### src/rtl/lrm_pkg.sv
package lrm_pkg;

  typedef enum logic [1:0] {
    LR_INVALID  = 2'b00,
    LR_PENDING  = 2'b01,
    LR_ACTIVE   = 2'b10,
    LR_PEND_ACT = 2'b11
  } lrState_e;

  // Bit positions inside the maintenance status word
  localparam int MW_EOI    = 0;
  localparam int MW_UNDER  = 1;
  localparam int MW_LRENP  = 2;
  localparam int MW_NOPEND = 3;
  localparam int MW_G0ON   = 4;
  localparam int MW_G0OFF  = 5;
  localparam int MW_G1ON   = 6;
  localparam int MW_G1OFF  = 7;
  localparam int MW_WIDTH  = 8;

  // Strobes from the entry scan to the control stage
  typedef struct packed {
    logic anyEoi;
    logic fewValid;
    logic nonePending;
  } scanSum_t;

endpackage

### src/rtl/lrm_scan.sv
module lrm_scan
  import lrm_pkg::*;
#(
  parameter int NUM_LR = 16
) (
  input  logic                clk,
  input  logic                rst_n,
  input  logic [2*NUM_LR-1:0] lrState,
  input  logic [NUM_LR-1:0]   lrHw,
  input  logic [NUM_LR-1:0]   lrEoi,
  output logic [NUM_LR-1:0]   eoiStatus,
  output logic [NUM_LR-1:0]   emptyStatus,
  output scanSum_t            scanSum
);

  localparam int CNT_W = $clog2(NUM_LR + 1);

  logic [NUM_LR-1:0] stateZero;
  logic [NUM_LR-1:0] isPending;
  logic [NUM_LR-1:0] eoiNext;
  logic [NUM_LR-1:0] emptyNext;
  logic [CNT_W-1:0]  validCnt;

  for (genvar i = 0; i < NUM_LR; i++) begin : g_entry
    lrState_e st;
    assign st           = lrState_e'(lrState[2*i +: 2]);
    assign stateZero[i] = (st == LR_INVALID);
    assign isPending[i] = (st == LR_PENDING);
    assign eoiNext[i]   = stateZero[i] && !lrHw[i] && lrEoi[i];
    assign emptyNext[i] = stateZero[i] && (lrHw[i] || !lrEoi[i]);

    // the two per-entry flags exclude each other
    a_r3_flags_exclusive: assert property (@(posedge clk) disable iff (!rst_n)
      eoiStatus[i] |-> !emptyStatus[i]);
    // an occupied entry reports neither completion nor free
    a_r3_busy_clear: assert property (@(posedge clk) disable iff (!rst_n)
      (lrState[2*i +: 2] != 2'b00) |=> (!eoiStatus[i] && !emptyStatus[i]));
  end

  always_comb begin
    validCnt = '0;
    for (int i = 0; i < NUM_LR; i++) begin
      validCnt = validCnt + CNT_W'(!stateZero[i]);
    end
  end

  assign scanSum.anyEoi      = |eoiNext;
  assign scanSum.fewValid    = (validCnt < CNT_W'(2));
  assign scanSum.nonePending = ~|isPending;

  always_ff @(posedge clk or negedge rst_n) begin
    if (!rst_n) begin
      eoiStatus   <= '0;
      emptyStatus <= '0;
    end else begin
      eoiStatus   <= eoiNext;
      emptyStatus <= emptyNext;
    end
  end

endmodule

### src/rtl/lrm_ctrl.sv
module lrm_ctrl
  import lrm_pkg::*;
#(
  parameter int EOICNT_W = 5
) (
  input  logic                clk,
  input  logic                rst_n,
  input  scanSum_t            scanSum,
  input  logic                ctlEn,
  input  logic                underflowIe,
  input  logic                entryMissIe,
  input  logic                noPendIe,
  input  logic                grp0OnIe,
  input  logic                grp0OffIe,
  input  logic                grp1OnIe,
  input  logic                grp1OffIe,
  input  logic [EOICNT_W-1:0] eoiCount,
  input  logic                vGrp0En,
  input  logic                vGrp1En,
  output logic [MW_WIDTH-1:0] maintWord,
  output logic                maintIrq
);

  logic [MW_WIDTH-1:0] wordNext;

  always_comb begin
    wordNext            = '0;
    wordNext[MW_EOI]    = scanSum.anyEoi;
    wordNext[MW_UNDER]  = underflowIe && scanSum.fewValid;
    wordNext[MW_LRENP]  = entryMissIe || (eoiCount != '0);
    wordNext[MW_NOPEND] = noPendIe && scanSum.nonePending;
    wordNext[MW_G0ON]   = grp0OnIe && vGrp0En;
    wordNext[MW_G0OFF]  = grp0OffIe && !vGrp0En;
    wordNext[MW_G1ON]   = grp1OnIe && vGrp1En;
    wordNext[MW_G1OFF]  = grp1OffIe && !vGrp1En;
  end

  always_ff @(posedge clk or negedge rst_n) begin
    if (!rst_n) begin
      maintWord <= '0;
      maintIrq  <= 1'b0;
    end else begin
      maintWord <= wordNext;
      maintIrq  <= ctlEn && (|wordNext);
    end
  end

  // no interrupt without the control enable
  a_r10_irq_needs_enable: assert property (@(posedge clk) disable iff (!rst_n)
    !ctlEn |=> !maintIrq);
  // an interrupt always has a visible cause
  a_r10_irq_has_cause: assert property (@(posedge clk) disable iff (!rst_n)
    maintIrq |-> (maintWord != '0));
  // a nonzero unmatched-completion count forces the not-present bit
  a_r6_count_forces: assert property (@(posedge clk) disable iff (!rst_n)
    (eoiCount != '0) |=> maintWord[MW_LRENP]);
  // a disabled group-off enable keeps its bit clear
  a_r9_g0off_gated: assert property (@(posedge clk) disable iff (!rst_n)
    !grp0OffIe |=> !maintWord[MW_G0OFF]);
  // a disabled underflow enable keeps its bit clear
  a_r5_under_gated: assert property (@(posedge clk) disable iff (!rst_n)
    !underflowIe |=> !maintWord[MW_UNDER]);

endmodule

### src/rtl/lr_maint_status.sv
module lr_maint_status
  import lrm_pkg::*;
#(
  parameter int NUM_LR   = 16,
  parameter int EOICNT_W = 5
) (
  input  logic                clk,
  input  logic                rst_n,
  input  logic [2*NUM_LR-1:0] lrState,
  input  logic [NUM_LR-1:0]   lrHw,
  input  logic [NUM_LR-1:0]   lrEoi,
  input  logic                ctlEn,
  input  logic                underflowIe,
  input  logic                entryMissIe,
  input  logic                noPendIe,
  input  logic                grp0OnIe,
  input  logic                grp0OffIe,
  input  logic                grp1OnIe,
  input  logic                grp1OffIe,
  input  logic [EOICNT_W-1:0] eoiCount,
  input  logic                vGrp0En,
  input  logic                vGrp1En,
  output logic [NUM_LR-1:0]   eoiStatus,
  output logic [NUM_LR-1:0]   emptyStatus,
  output logic [7:0]          maintWord,
  output logic                maintIrq
);

  scanSum_t scanSum;

  lrm_scan #(.NUM_LR(NUM_LR)) u_scan (
    .clk         (clk),
    .rst_n       (rst_n),
    .lrState     (lrState),
    .lrHw        (lrHw),
    .lrEoi       (lrEoi),
    .eoiStatus   (eoiStatus),
    .emptyStatus (emptyStatus),
    .scanSum     (scanSum)
  );

  lrm_ctrl #(.EOICNT_W(EOICNT_W)) u_ctrl (
    .clk         (clk),
    .rst_n       (rst_n),
    .scanSum     (scanSum),
    .ctlEn       (ctlEn),
    .underflowIe (underflowIe),
    .entryMissIe (entryMissIe),
    .noPendIe    (noPendIe),
    .grp0OnIe    (grp0OnIe),
    .grp0OffIe   (grp0OffIe),
    .grp1OnIe    (grp1OnIe),
    .grp1OffIe   (grp1OffIe),
    .eoiCount    (eoiCount),
    .vGrp0En     (vGrp0En),
    .vGrp1En     (vGrp1En),
    .maintWord   (maintWord),
    .maintIrq    (maintIrq)
  );

  // the summary bit agrees with the per-entry vector of the other stage
  a_r4_eoi_summary: assert property (@(posedge clk) disable iff (!rst_n)
    maintWord[MW_EOI] == (|eoiStatus));

endmodule

### config.mk
export PLATFORM = sky130hd
export DESIGN_NAME = lr_maint_status
export DESIGN_NICKNAME = d
export VERILOG_FILES = /design/src/rtl/lrm_pkg.sv /design/src/rtl/lrm_scan.sv /design/src/rtl/lrm_ctrl.sv /design/src/rtl/lr_maint_status.sv
export SDC_FILE = /design/constraint.sdc
export NUM_CORES = 1
export LEC_CHECK = 0
export ABC_AREA = 1
export CAP_MARGIN = 20
export CELL_PAD_IN_SITES_DETAIL_PLACEMENT = 1
export CELL_PAD_IN_SITES_GLOBAL_PLACEMENT = 1
export CORE_MARGIN = 1
export CORE_UTILIZATION = 27
export DETAILED_ROUTE_END_ITERATION = 6
export PLACE_DENSITY_LB_ADDON = 0.1
export SYNTH_ARGS = -nofsm -noshare
export SYNTH_HDL_FRONTEND = slang
export SYNTH_HIERARCHICAL = 1
export SYNTH_SLANG_ARGS = --single-unit
### constraint.sdc
create_clock -name clk -period 0.8 [get_ports clk]
set_input_delay 0.2 -clock clk [delete_from_list [all_inputs] [get_ports clk]]
set_output_delay 0.2 -clock clk [all_outputs]
set_load 0.02 [all_outputs]
### Word level (Yosys, flattened, before mapping)

Cells that the tools add are included.

* add/subtract/negate cells: 15
* order comparisons: 1
* eq/ne operators: 16
* reductions and logical operators: 143

Operator list (count)
* 5-bit by 1-bit adder with 5-bit output: 14
* 1-bit logical AND: 55
* 1-bit logical NOT: 51
* 2-bit by 1-bit == test with 1-bit output (second input constant): 16
* 2-bit logical NOT: 16
* 16-bit OR reduction: 2
* 23-bit OR reduction: 1
* 1-bit logical OR: 17
* 5-bit by 2-bit less-than comparator with 1-bit output (second input constant): 1
* 5-bit nonzero test: 1
* 1-bit by 1-bit adder with 2-bit output: 1

* register bits after elaboration: 41
* bits of input ports: 81
* output and inout bits: 41
* word-level logic and storage cells: 179

### Longest topological paths before layout

Gate-level depths: netlist (run 1).

* depth after elaboration: 21
* gate-level depth with buffers: 19
* gate-level depth less buffers: 19

### By module

Netlist (run 1), hierarchy kept.

Modules (own cells, without submodules)
* lrm_scan: times used 1, cells an instance 207, area an instance 1815.5 µm², sequential area each 800.8 µm²
* lrm_ctrl: times used 1, cells an instance 35, area an instance 344.1 µm², sequential area each 225.2 µm²

### Worst setup path before layout (run 1)

No wires, ideal clock.

* path type: input port to flip-flop
* start: in lrState[20]
* end: reg u_ctrl.maintIrq
* library setup time: 0.077 ns
* arrival time: 3.633 ns
* required time: 0.723 ns
* slack: -2.910 ns
* stages on the path: 18
* buffers on the path: 0
* cell sequence: or2_4 -> inv_1 -> fa_1 -> inv_1 -> fa_1 -> inv_1 -> fa_1 -> inv_1 -> fa_1 -> nand2_1 -> fa_1 -> nor3b_1 -> o21ai_0 -> a21oi_1 -> nand2_1 -> nand2_1 -> nor2_1 -> a21oi_1

RTL lines
* from (decl): line lr_maint_status.sv:9 `input logic [2*NUM_LR-1:0] lrState,`
* to (signal assigned): line lrm_ctrl.sv:44 `maintIrq <= ctlEn && (|wordNext);`
* to (decl): line lrm_ctrl.sv:21 `output logic maintIrq`

==> metrics.md, run 1 <==
| Metric | Value |
|---|---|
| Outcome | finished, violations left |
| Failing checks | negative setup slack |
| Full die area | 8360 um2 |
| Routed WL per cell | 13.02 um |
| Post-Syn Nets | 337 |
| FF+latch count, synth | 41 |
| Drt drc | 0 |
| Switching power share of the total | 32.13% |
| Row count | 32 |
| Gate power share | 38.2% |
| Synth Area in Adders | 11.59% |
| Synthesized netlist cell count | 242 |
| Worst hold margin | 0.1167 ns |
| TNS Setup | -14.04 ns |
| RSZ-0062 raised after global routing | true |
| Initial core utilization | 27.95% |
| Initial DRC count | 12 |
| Area Growth Syn to Fin | 91.71% |
| Worst vdd ir | 581.1 uV |
| Mean Syn Cell Area | 8.924 um2 |
| Largest net degree at the start of global routing | 26 |
| DP Area | 3736 um2 |
| Max Slew Vio Count | 0 |
| WL final | 6678 um |
| Detailed Routing Iterations Pass 1 | 4 |
| Port buffer count | 121 |
| Initial antenna violation count | 0 |
| Diode count | 0 |
| Cts bufs inserted | 5 |
| Post-route ant nets | 0 |
| Setup WS pre-CTS | -3.559 ns |
| # IOs | 122 |
| Worst-Margin Slew | 0.2557 ns |
| XOR/XNOR share of the synthesized area | 0% |
| Endpoints failing setup | 45 |
| Core Box Area | 7727 um2 |
| Fin crit period | 3.608 ns |
| Crit path launch type | input port |
| Die Wd | 91.44 um |
| Worst-path clk slew | 0.08 ns |
| Clock Power Share | 23.2% |
| Post-synth cell types | 20 |
| CTS Root Cell | clkbuf_8 |
| Die H | 91.44 um |
| Crit Path Category | input port to register |
| Synth area leaders | dfrtp_1 48%, fa_1 9.3%, inv_1 9.2%, nand2_1 6.6%, a21oi_1 4.2% |
| Share of cells above drive strength 1 | 49.88% |
| Power Density | 1388 nW/um2 |
| Synth Cell Area | 2160 um2 |
| CP Max Fanout | 2 |
| Routed vias | 2133 |
| Compound-cell area share of the yosys netlist | 6.663% |
| Simple-gate share of the synthesized area | 22.25% |
| Vias in the first global route | 2246 |
| Largest family of logic cells by synthesized area | simple AND/OR/NAND/NOR gates |
| Fmax achieved | 0.2771 GHz |
| Top cell type's share of synthesized area | 47.51% |
| Fin. Hold Viols | 0 |
| Pwr Total | 5.749 mW |
| RePlAce Congestion | 0.8044 |
| NumNets Final | 505 |
| CTS tree | yes |
| Data required, critical path | 1.02 ns |
| Detail Placement HPWL | 5415 um |
| Mux contribution to synthesized area | 0% |
| CTS sink cnt | 41 |
| Internal Power | 3.902 mW |
| Synth warnings | 6 |
| Sequential share of the synthesized area | 47.51% |
| Crit. End Element | register |
| Longest Clk Path Bufs | 2 |
| First-pass GRT wire length | 10520 um |
| Min-Delay Path Class | input port to register |
| Max-cap viol count | 0 |
| Share of power burned in registers | 38.5% |
| Gr ovfl total | 0 |
| Slew margin rel. | 82.92% |
| Fin area | 4140 um2 |
| Synth area leader | dfrtp_1 |
| Critical Path AT | 3.83 ns |
| Tcrit/Tclk final | 451.1% |
| H-tree depth | 2 |
| Psw | 1.847 mW |
| Static Leak | 2.446 nW |
| Setup ws final | -2.808 ns |
| GRT Total Usage | 16.34% |
| Vias per cell | 4.158 |
sequential cells by signal (all words and copies together), names as in the netlist:
| name | flops |
|---|---|
| u_ctrl/maintWord | 8 |
| u_ctrl/maintIrq | 1 |
| u_scan/eoiStatus | 16 |
| u_scan/emptyStatus | 16 |
final timing paths:
kind	startpoint	endpoint	slack (ns)	cells past startpoint
worst min-delay path	lrEoi[14]	u_scan/emptyStatus[14]	0.12	2
worst max-delay path	lrState[8]	u_ctrl/maintIrq	-2.81	17
max in group asynchronous	rst_n	u_scan/eoiStatus[15]	0.13	3
min in group asynchronous	rst_n	u_scan/eoiStatus[3]	0.27	2
cell usage after synthesis:
library cell and n:
o21ai_0 2, nand2_1 38, or2_4 3, inv_1 53, clkinv_1 1, dfrtp_1 41
nand3_1 2, nand2_8 1, nor2_1 23, nor3b_1 1, a21oi_1 18, nand3_2 1
nand2_2 7, fa_1 10, nand2_4 1, o22ai_1 7, inv_2 15, ha_1 4
nor2_2 7, nor2_4 7
per-layer routing:
layer	track usage (%)	up-vias	share of wire (%)	wire length (um)
li1	-	1042	-	-
met1	19.13	1007	39	2592
met2	29.70	72	54	3596
met3	3.518	12	5.4	359
met4	4.762	0	1.9	128
met5	0	-	0	0
power by group through the flow:
stage                     Clock, mW  Combinational, mW  Sequential, mW
after detailed placement          0               2.10            2.24
after global routing           1.46               2.46            2.23
after global placement            0               2.00            2.23
after CTS                      1.39               2.18            2.22
final                          1.33               2.20            2.21
after floorplan                   0              0.915            2.37
placed cells by master, fill, tap and decap left out, types with 12 or more instances in the layout:
| cell | Yosys | routed |
|---|---|---|
| dfrtp_1 | 41 | 41 |
| clkbuf_2 | 0 | 16 |
| nand2_1 | 38 | 23 |
| buf_4 | 0 | 29 |
| a21oi_1 | 18 | 16 |
| nand2_2 | 7 | 13 |
| inv_2 | 15 | 40 |
| dlymetal6s2s_1 | 0 | 35 |
| inv_1 | 53 | 28 |
| buf_6 | 0 | 54 |
| clkdlybuf4s50_1 | 0 | 15 |
| nor2_1 | 23 | 14 |
| nor2_2 | 7 | 12 |
critical path: stages:
cell and delay [ns]:
buf_6 0.09, or2_4 0.26, fa_1 0.49, fa_1 0.51, inv_2 0.04, fa_1 0.47, inv_1 0.05, fa_1 0.50
nand2_1 0.08, fa_1 0.48, nor3b_2 0.14, o21ai_1 0.08, a21oi_1 0.14, nand2_1 0.09, nand2_1 0.06, nor2_1 0.04
a21oi_1 0.11
what timing repair did:
| item | in CTS | in global routing |
|---|---|---|
| pin swaps | 26 | 44 |
| endpoints found under the setup margin | 68 | 49 |
| resized for setup | 307 | 128 |
| buffers inserted | 3 | 10 |
| endpoints found under the hold margin | 32 | 0 |
| hold buffers | 1 | 0 |
cells by family after synthesis:
| family | Yosys count |
|---|---|
| adders and majority gates | 14 |
| AOI/OAI and AO/OA | 27 |
| buffers and inverters | 69 |
| and+or+nand+nor | 91 |
| DFF | 41 |
cell type report:
cell class	instances	area (um2)
Clock buffer	6	72.57
Fill cell	873	3587
Tap cell	102	127.6
Inverter	69	264.0
Sequential cell	41	1026
Multi-Input combinational cell	132	1025
Timing Repair Buffer	161	1615
Clock inverter	2	10.01
through the flow:
| stage | std cells | utilization [%] |
|---|---|---|
| global placement | 493 | 48.35 |
| finish | 513 | 53.58 |
| global route | 513 | 53.58 |
| detailed placement | 493 | 48.35 |
| CTS | 505 | 50.81 |
| floorplan | 242 | - |
Power figures use the tool's default switching activity.
==> run 2, diff against run 1 <==
--- a/config.mk
+++ b/config.mk
@@ -6,12 +6,14 @@
 export NUM_CORES = 1
 export LEC_CHECK = 0
 export ABC_AREA = 1
+export ABC_CLOCK_PERIOD_IN_PS = 800
 export CAP_MARGIN = 20
 export CELL_PAD_IN_SITES_DETAIL_PLACEMENT = 1
 export CELL_PAD_IN_SITES_GLOBAL_PLACEMENT = 1
-export CORE_MARGIN = 1
+export CORE_MARGIN = 4
 export CORE_UTILIZATION = 27
 export DETAILED_ROUTE_END_ITERATION = 6
+export HOLD_SLACK_MARGIN = 0.06
 export PLACE_DENSITY_LB_ADDON = 0.1
 export SYNTH_ARGS = -nofsm -noshare
 export SYNTH_HDL_FRONTEND = slang
==> run 2 against run 1 <==
Net effect: the run still ends with negative setup slack left; die area grew 14%; flip-flop and latch count unchanged; critical path depth up 2; utilization up 1.3 points; count of clock-buffer cells in the layout is 1 lower; worst setup slack got worse by 0.022 ns; global-route usage fell by 1.6 points; non-clock buffer count increased by 2; largest power group is now combinational logic.
==> metrics.md, run 2 (synthesis results as in run 1) <==
| Metric | Value |
|---|---|
| Setup WS pre-CTS | -3.601 ns |
| Critical Path AT | 3.86 ns |
| Initial DRC count | 42 |
| Tcrit/Tclk final | 453.7% |
| Crit. End Element | register |
| Fmax achieved | 0.2755 GHz |
| Power Density | 1400 nW/um2 |
| Hold Path Cell Cnt | 2 |
| Share of cells above drive strength 1 | 52.30% |
| Most frequent cells in the layout | 61 x buf_6, 41 x dfrtp_1, 39 x dlymetal6s2s_1, 39 x inv_2, 29 x buf_4 |
| Failing checks | negative setup slack |
| Core Box Area | 7767 um2 |
| First-pass GRT wire length | 11170 um |
| Vias per cell | 4.171 |
| Cts bufs inserted | 5 |
| Utilization after layout | 54.85% |
| Detail Placement HPWL | 5471 um |
| Cell Chain, Critical Path | buf_6 > or2_4 > inv_2 > fa_1 > inv_1 > fa_1 > inv_2 > fa_1 > inv_1 > fa_1 > nand2_1 > fa_1 > nor3b_4 > o21ai_1 > a21oi_1 > nand2_1 > nand2_1 > nor2_1 > a21oi_1 |
| CP max-delay cell | fa_1 |
| Full die area | 9494 um2 |
| Diode count | 0 |
| Port buffer count | 121 |
| Max-cap viol count | 0 |
| GRT Total Usage | 14.76% |
| Die Wd | 97.44 um |
| Slew margin rel. | 84.33% |
| CP Max Fanout | 2 |
| Setup ws final | -2.830 ns |
| Largest net degree at the start of global routing | 42 |
| Detailed Routing Iterations Pass 1 | 4 |
| NumNets Final | 507 |
| Most common cell after layout, fill and taps aside | buf_6 |
| Drt drc | 0 |
| Longest Clk Path Bufs | 2 |
| Routed vias | 2148 |
| Gr ovfl total | 0 |
| Area Growth Syn to Fin | 97.28% |
| CTS sink cnt | 41 |
| # IOs | 122 |
| Fin crit period | 3.630 ns |
| Crit path launch type | input port |
| Crit path top cell by count | fa_1 |
| Crit path launch | lrState[21] |
| Hold_sp | lrEoi[13] |
| Initial core utilization | 27.80% |
| RePlAce Congestion | 0.8217 |
| Worst-path clk slew | 0.08 ns |
| Row count | 32 |
| Initial antenna violation count | 0 |
| Static Leak | 2.508 nW |
| CTS tree | yes |
| RSZ-0062 raised after global routing | true |
| Outcome | finished, violations left |
| Vias in the first global route | 2273 |
| Data required, critical path | 1.03 ns |
| CTS Root Cell | clkbuf_8 |
| Crit Path Category | input port to register |
| Fin. Hold Viols | 0 |
| Worst vdd ir | 692.9 uV |
| Die H | 97.44 um |
| Worst-Margin Slew | 0.2346 ns |
| Delay of the slowest critical-path stage | 0.53 ns |
| Worst hold endpoint | u_scan/emptyStatus[13] |
| H-tree depth | 2 |
| Biggest regs | u_scan/emptyStatus (16), u_scan/eoiStatus (16), u_ctrl/maintWord (8) |
| WL final | 6986 um |
| Max Slew Vio Count | 0 |
| Endpoints failing setup | 45 |
| Fill count | 877 |
| Min-Delay Path Class | input port to register |
| Post-route ant nets | 0 |
| Routed WL per cell | 13.57 um |
-- run 2: cell count changes in the layout (fill, tap and decap cells not counted), moves of 3 or more --
cell / delta
clkbuf_2: -8
nand2_1: -4
nand2_2: +4
dlymetal6s2s_1: +4
dlygate4sd2_1: -3
buf_2: +3
nor2_1: -4
buf_6: +7
nor2_4: +4
-- run 2: layer usage --
layer / part of all wire, % / global-route usage, % / wire length, um
met5: 0 / 0 / 0
met4: 1.4 / 3.940 / 101
met3: 6.3 / 4.092 / 441
met2: 53 / 26.20 / 3735
met1: 39 / 17.46 / 2708
-- run 2: final cells by class --
type / count / area [um2] / share of cell area [%]
timing repair buffer: 163 / 1683 / 39.50
inverter: 69 / 266.5 / 6.256
clock buffer: 5 / 68.82 / 1.615
sequential: 41 / 1026 / 24.08
multi-input combinational: 132 / 1071 / 25.14
clock inverter: 3 / 17.52 / 0.4112
tap: 102 / 127.6 / 2.996
-- run 2: critical path, delay by kind of cell --
family	cells	cell delay, ns
adders and majority gates	5	2.54
and+or+nand+nor	6	0.55
buffers and inverters	5	0.26
AOI/OAI and AO/OA	3	0.31
-- run 2: report_power, final --
group	internal, mW	switching [mW]
Clock	0.602	0.750
Combinational	1.28	1.12
Sequential	2.17	0.0445
-- run 2: timing repair --
item                                    CTS  global route
endpoints found under the hold margin    41             0
hold buffers                              1             0
endpoints found under the setup margin   66            53
gates resized for setup                 316           143
setup buffers                            31             9
pin swaps                                28            61
-- run 2: worst max path at each step --
stage	to	slack, ns	depth (start not counted)
finish	u_ctrl/maintIrq	-2.83	19
global route	u_ctrl/maintIrq	-3.07	19
CTS	u_ctrl/maintIrq	-2.99	17
detailed placement	u_ctrl/maintIrq	-3.60	20
global placement	u_ctrl/maintIrq	-3.46	20
floorplan	u_ctrl/maintIrq	-2.80	16
-- run 2: metrics by stage --
step	cells	area, um2	hold slack [ns]	power, mW	setup TNS, ns
after floorplan	242	2180	-0.09559	3.281	-5.441
after global placement	492	3729	0.1917	4.243	-32.11
after detailed placement	492	3729	0.1943	4.318	-33.00
after CTS	512	3980	0.2627	5.834	-15.76
after global routing	515	4260	0.09879	6.424	-16.46
final	515	4260	0.09558	5.964	-14.37
==> run 3, diff against run 2 <==
--- a/config.mk
+++ b/config.mk
@@ -19,3 +19,4 @@
 export SYNTH_HDL_FRONTEND = slang
 export SYNTH_HIERARCHICAL = 1
 export SYNTH_SLANG_ARGS = --single-unit
+export TNS_END_PERCENT = 100
==> results of run 3 <==
No change in the layout: final DEF, timing and power equal those of run 2.
